## src/rtl/mframe_evgen.sv

```systemverilog
module mframe_evgen #(
  parameter int D4_LEN    = 12,
  parameter int ESF_LEN   = 24,
  parameter int E1_LEN    = 16,
  parameter int ALIGN_LEN = 2,
  parameter int SLC_LEN   = 72
) (
  input  logic       clk,
  input  logic       rst_n,
  input  logic       frame_tick,
  input  logic [1:0] fmt,
  input  logic       slc_en,
  output logic       mf_evt,
  output logic       align_evt,
  output logic       slc_evt
);

  localparam logic [1:0] FMT_D4   = 2'b00;
  localparam logic [1:0] FMT_ESF  = 2'b01;
  localparam logic [1:0] FMT_E1   = 2'b10;
  localparam logic [1:0] FMT_IDLE = 2'b11;

  localparam int MAX_T1 = (D4_LEN > ESF_LEN) ? D4_LEN : ESF_LEN;
  localparam int MAXLEN = (MAX_T1 > E1_LEN) ? MAX_T1 : E1_LEN;
  localparam int FW = $clog2(MAXLEN + 1);
  localparam int AW = $clog2(ALIGN_LEN + 1);
  localparam int SW = $clog2(SLC_LEN + 1);

  logic [1:0]    fmt_q;
  logic [FW-1:0] fcnt, period;
  logic [AW-1:0] acnt;
  logic [SW-1:0] scnt;
  logic          mode_chg, is_t1, is_e1, live;
  logic          f_wrap, a_wrap, s_wrap;

  assign mode_chg = fmt != fmt_q;
  assign is_t1    = (fmt == FMT_D4) || (fmt == FMT_ESF);
  assign is_e1    = fmt == FMT_E1;
  assign live     = frame_tick && !mode_chg && (fmt != FMT_IDLE);

  always_comb begin
    case (fmt)
      FMT_ESF: period = FW'(ESF_LEN);
      FMT_E1:  period = FW'(E1_LEN);
      default: period = FW'(D4_LEN);
    endcase
  end

  assign f_wrap = fcnt == period - FW'(1);
  assign a_wrap = acnt == AW'(ALIGN_LEN - 1);
  assign s_wrap = scnt == SW'(SLC_LEN - 1);

  always_ff @(posedge clk or negedge rst_n) begin
    if (!rst_n) begin
      fmt_q <= FMT_D4;
      fcnt  <= '0;
      acnt  <= '0;
      scnt  <= '0;
    end else if (mode_chg) begin
      fmt_q <= fmt;
      fcnt  <= '0;
      acnt  <= '0;
      scnt  <= '0;
    end else if (live) begin
      fcnt <= f_wrap ? '0 : fcnt + FW'(1);
      if (is_e1) acnt <= a_wrap ? '0 : acnt + AW'(1);
      if (is_t1) scnt <= s_wrap ? '0 : scnt + SW'(1);
    end
  end

  assign mf_evt    = live && f_wrap;
  assign align_evt = live && is_e1 && a_wrap;
  assign slc_evt   = live && is_t1 && slc_en && s_wrap;

  assert_mf_needs_strobe_R8: assert property (@(posedge clk) disable iff (!rst_n)
    (mf_evt || align_evt || slc_evt) |-> frame_tick);
  assert_pulse_single_R8: assert property (@(posedge clk) disable iff (!rst_n)
    mf_evt |=> !mf_evt);
  assert_fcnt_bound_R1: assert property (@(posedge clk) disable iff (!rst_n)
    !mode_chg |-> (fcnt < period));
  assert_align_only_e1_R4: assert property (@(posedge clk) disable iff (!rst_n)
    align_evt |-> (fmt == FMT_E1));
  assert_slc_gated_R5: assert property (@(posedge clk) disable iff (!rst_n)
    slc_evt |-> (slc_en && fmt != FMT_E1 && fmt != FMT_IDLE));
  assert_clear_on_change_R7: assert property (@(posedge clk) disable iff (!rst_n)
    mode_chg |=> (fcnt == '0 && acnt == '0 && scnt == '0));
  assert_idle_quiet_R9: assert property (@(posedge clk) disable iff (!rst_n)
    (fmt == FMT_IDLE) |-> !(mf_evt || align_evt || slc_evt));

endmodule

```

## config.mk

```make
export PLATFORM = sky130hd
export DESIGN_NAME = mframe_evgen
export DESIGN_NICKNAME = d
export VERILOG_FILES = /design/src/rtl/mframe_evgen.sv
export SDC_FILE = /design/constraint.sdc
export NUM_CORES = 1
export LEC_CHECK = 0
export ABC_AREA = 1
export CAP_MARGIN = 10
export CELL_PAD_IN_SITES_DETAIL_PLACEMENT = 1
export CELL_PAD_IN_SITES_GLOBAL_PLACEMENT = 2
export CORE_ASPECT_RATIO = 1.2
export CORE_MARGIN = 2
export CORE_UTILIZATION = 31
export CTS_BUF_LIST = sky130_fd_sc_hd__clkbuf_8
export DETAILED_ROUTE_END_ITERATION = 7
export PLACE_DENSITY_LB_ADDON = 0.08
export SYNTH_ARGS = -nofsm -noshare
export SYNTH_HDL_FRONTEND = slang
export SYNTH_SLANG_ARGS = --single-unit
```

## constraint.sdc

```tcl
create_clock -name clk -period 1.1 [get_ports clk]
set_input_delay 0.22 -clock clk [delete_from_list [all_inputs] [get_ports clk]]
set_output_delay 0.22 -clock clk [all_outputs]
set_load 0.1 [all_outputs]
```

# == After elaboration in Yosys (flattened, before gate mapping) ==
# Cells that the tools add are included.
# word_totals
elab_cells,43
register_bits,16
output_inout_bits,3
# op_classes
n_mux,12
addsub,4
eq_ne,7
reduce_logical,16
# ops
op,n
$mux W7,4
$mux W5,3
$pmux W5 S2,1
$logic_and A1 B1 Y1,8
$mux W2,4
$add A7 B1 Y7 const B,1
$eq A7 B7 Y1 const B,1
$reduce_bool A2 Y1,3
$add A5 B1 Y5 const B,1
$eq A5 B5 Y1,1
$sub A5 B1 Y5 const B,1
$eq A2 B1 Y1 const B,2
$reduce_and A2 Y1,2
$add A2 B1 Y2 const B,1
$eq A2 B2 Y1 const B,1
$logic_not A2 Y1,1
$ne A2 B2 Y1,1
$ne A2 B2 Y1 const B,1
$logic_not A1 Y1,1
$logic_or A1 B1 Y1,1

# == Longest topological paths before layout ==
# logic_depth
depth_word,7
depth_mapped,9
depth_no_buf,9

# == Worst setup path before layout ==
# No wires, ideal clock.
# synth_path
path_type,reg-to-output
from,register scnt[0]
to,output port slc_evt
path_slack_ns,-1.949
stages_incl_launch_ff,6
t_arrival_ns,2.829
cell_sequence,dfrtp_1 ha_1 nand2_1 inv_1 nand3_1 nor3_1
# synth_via
elab_chain_len,2
# synth_lines
item,line,source
"start, declared",32,logic [SW-1:0] scnt;
"start signal, assigned",67,if (is_t1) scnt <= s_wrap ? '0 : scnt + SW'(1);
$eq A7 B7 Y1,51,assign s_wrap = scnt == SW'(SLC_LEN - 1);
$logic_and A1 B1 Y1,73,assign slc_evt = live && is_t1 && slc_en && s_wrap;
"end, declared",15,output logic slc_evt
# Every way passes these cells.

# == Worst setup path after layout ==
# layout_path
from,register fmt_q[0]
to,output port align_evt
# layout_via
elab_chain_len,6
# layout_lines
item,line,source
"start, declared",29,logic [1:0] fmt_q;
"start signal, assigned",60,fmt_q <= fmt;
$ne A2 B2 Y1,36,assign mode_chg = fmt != fmt_q;
$logic_not A1 Y1,39,assign live = frame_tick && !mode_chg && (fmt != FMT_IDLE);
$logic_and A1 B1 Y1 (2 in series),39,
$logic_and A1 B1 Y1 (2 in series),72,assign align_evt = live && is_e1 && a_wrap;
"end, declared",14,"output logic align_evt,"
# Every way passes these cells.

==> results.toml <==
[outcome]
status = "finished, violations left"
violations = "setup timing"

[detailed_routing]
vias = 1175
post_drt_wl_per_cell_um = 15.3
drt-total-wl_um = 3780
drc = 0
viasPerCell = 4.76
dr.pass1.iters = 4
drt_iter0_markers = 38
ant_nets = 0

[global_route]
first_global_vias = 1297
met1_usage_pct = 20.8
grt_pass1_wl_um = 5890
grt_max_degree = 17
grt_usage_pct = 18.4
met3_usage_pct = 2.41
gr-total-overflow = 0
use_met2_pct = 33.2
grt.busiest_layer = "met2"
grt_antenna_before_repair = 0

[min_path]
hold_end = "fmt_q[1]"
worst_hold_startpoint = "fmt[1]"
hold-path-cell-count = 1
hp-class = "primary input to register"

[timing]
fin_ws_ns = -0.681
relSlewSlack_pct = 84.1
fmax_mhz = 561
hold_viol_final = 0
rsz0062_at_grt = "yes"
holdWs_ns = 0.105
period_share_pct = 162
finalSetupViolCount = 17
finClkSkew_ns = 0.00132
worstMarginPinSlew_ns = 0.237
drv_slew = 0
period_needed_ns = 1.78

[floorplan]
dieHeight_um = 70.3
start_util_pct = 31.8
core_mm2 = 0.00357
io_pins = 9
fp.dieW_um = 59.3
die_area_mm2 = 0.00417
row_count = 24

[clocking]
cts-root-buf = "clkbuf_8"
cts_buffers = 3
cts_max_path_buffers = 2
numClockSinks = 16
htree_num_levels = 1
cts_tree = "yes"
clkTransAtPathRegs_ns = 0.07
clock_latency_ns = 0.25

[cells_and_area]
mostFrequentLayoutCell = "buf_4"
layout_common_cells = "buf_4 (42), nand2_1 (35), dfrtp_1 (16), inv_1 (13), nand3_1 (10)"
drive_above_1_share_pct = 51.4
fin_area_mm2 = 0.00190
fillers = 419
n_antenna_cell = 0
final_cells = 247
nNetsFinal = 222
area_growth_pct = 67.4

[critical_path]
end_kind = "output pin"
worstPathRequired_ns = 0.88
crit_path_max_incr_delay_ns = 0.42
path_cells = "inv_2 -> nand2_2 -> nand2_4 -> nand2_4 -> nor2_4 -> nand2_4 -> nor3_4 -> buf_12"
reg2reg_depth = 11
r2r_end = "scnt[5]"
worstSetupPathType = "register to output pin"
crit_path_frequent_cell = "nand2_4"
slowest_stage = "dfrtp_1"
crit_path_start = "fmt_q[0]"
r2r_setup_slack_ns = -0.48
start_kind = "register"
arrival_ns = 1.56
crit_fanout = 3
r2r_start = "fmt_q[0]"

[logic_synthesis]
synth_seq_cells = 16
syn_area_mm2 = 0.00114
ys_seq_area_share_pct = 35.2
ys_warn_count = 0
synth_top_area_share_pct = 35.2
synth_fp_nets = 164
syn_inst = 151
yosysUniqueCellTypes = 24
synth_top_cell_by_area = "dfrtp_1"
synth_area_leaders = "dfrtp_1 (35%), nand2_1 (15%), ha_1 (7.7%), inv_1 (6.3%), nand3_1 (5.3%)"
synth.avg_cell_area_um2 = 7.52

[power_and_ir_drop]
ir_drop_mv = 0.467
combPwrFrac_pct = 23.1
p_int_uw = 1070
p_sw_share_pct = 28.0
seqPwrFrac_pct = 40.6
p_leak_uw = 0.000942
power_frac_clock_pct = 36.3
power_uw = 1480
p_switching_uw = 415
p_per_area_mw_per_mm2 = 780

[placement]
dpl_cell_area_mm2 = 0.00160
numPortBuffers = 8
dp_cells = 231
hpwl_um = 2560
place.gp.congestion = 0.804

[job]
maxCapViolCount = 0
[worst max-delay path by stage]
stage / slack (ns) / end
finish: -0.68 / align_evt
global route: -0.76 / align_evt
CTS: -0.63 / align_evt
detailed placement: -0.98 / scnt[1]
global placement: -0.93 / scnt[6]
floorplan: -0.72 / slc_evt
[registers in the layout, indices dropped and copies added (netlist names)]
name	count
fcnt	5
scnt	7
acnt	2
fmt_q	2
[cell usage after synthesis (all sizes together)]
| master | n |
|---|---|
| a21oi | 1 |
| buf | 3 |
| dfrtp | 16 |
| ha | 7 |
| inv | 22 |
| nand2 | 52 |
| nand3 | 13 |
| nand4 | 3 |
| nor2 | 15 |
| nor3 | 3 |
| o211ai | 5 |
| o21ai | 7 |
| o31ai | 1 |
| xor2 | 3 |
[cells by family (layout without fill, tap and decap cells)]
family          Yosys count  in the layout  synth area share, %
xor+xnor                  3              3                 2.31
compound gates           14             14                 8.81
fa+ha+maj                 7              7                 7.71
flops                    16             16                 35.2
simple gates             86             86                 37.3
buf+inv                  25             82                 8.59
[area by class of cell]
class	count	area, um2	share of cell area (%)
clock buffer	4	55.1	2.89
inverter	22	82.6	4.34
sequential	16	400	21.1
timing repair buffer	56	498	26.2
multi-input combinational	110	817	43.0
tap	39	48.8	2.57
[power groups by stage]
stage	Combinational, uW	Clock [uW]	Sequential, uW
final	343	538	603
after global routing	375	576	603
after CTS	311	568	600
after detailed placement	255	0	612
after global placement	248	0	611
after floorplan	126	0	613
[per-layer routing]
layer  share of wire (%)  wire, um
met1                  39      1460
met2                  59      2220
met3                 1.4        52
met4                0.95        36
met5                   0         0
[repair_timing]
action / 4_1_cts / 5_1_grt
pin swaps: 15 / 14
gates resized for setup: 30 / 25
setup endpoints to repair: 17 / 17
hold buffers: 0 / 0
setup buffers: 13 / 5
gates cloned: 0 / 0
[critical path: cells and delay by family (launching register included)]
| kind | cells | cell delay [ns] |
|---|---|---|
| buffers and inverters | 2 | 0.28 |
| DFF | 1 | 0.42 |
| and+or+nand+nor | 6 | 0.62 |
[through the flow]
step | utilization, % | setup slack (ns) | TNS (ns)
floorplan | - | -0.716 | -2.34
global placement | 44.7 | -0.935 | -14.31
detailed placement | 44.7 | -0.975 | -14.89
CTS | 49.9 | -0.632 | -6.46
global route | 53.2 | -0.758 | -8.59
finish | 53.2 | -0.681 | -7.13
No activity file was read; power rests on OpenSTA's default activity.
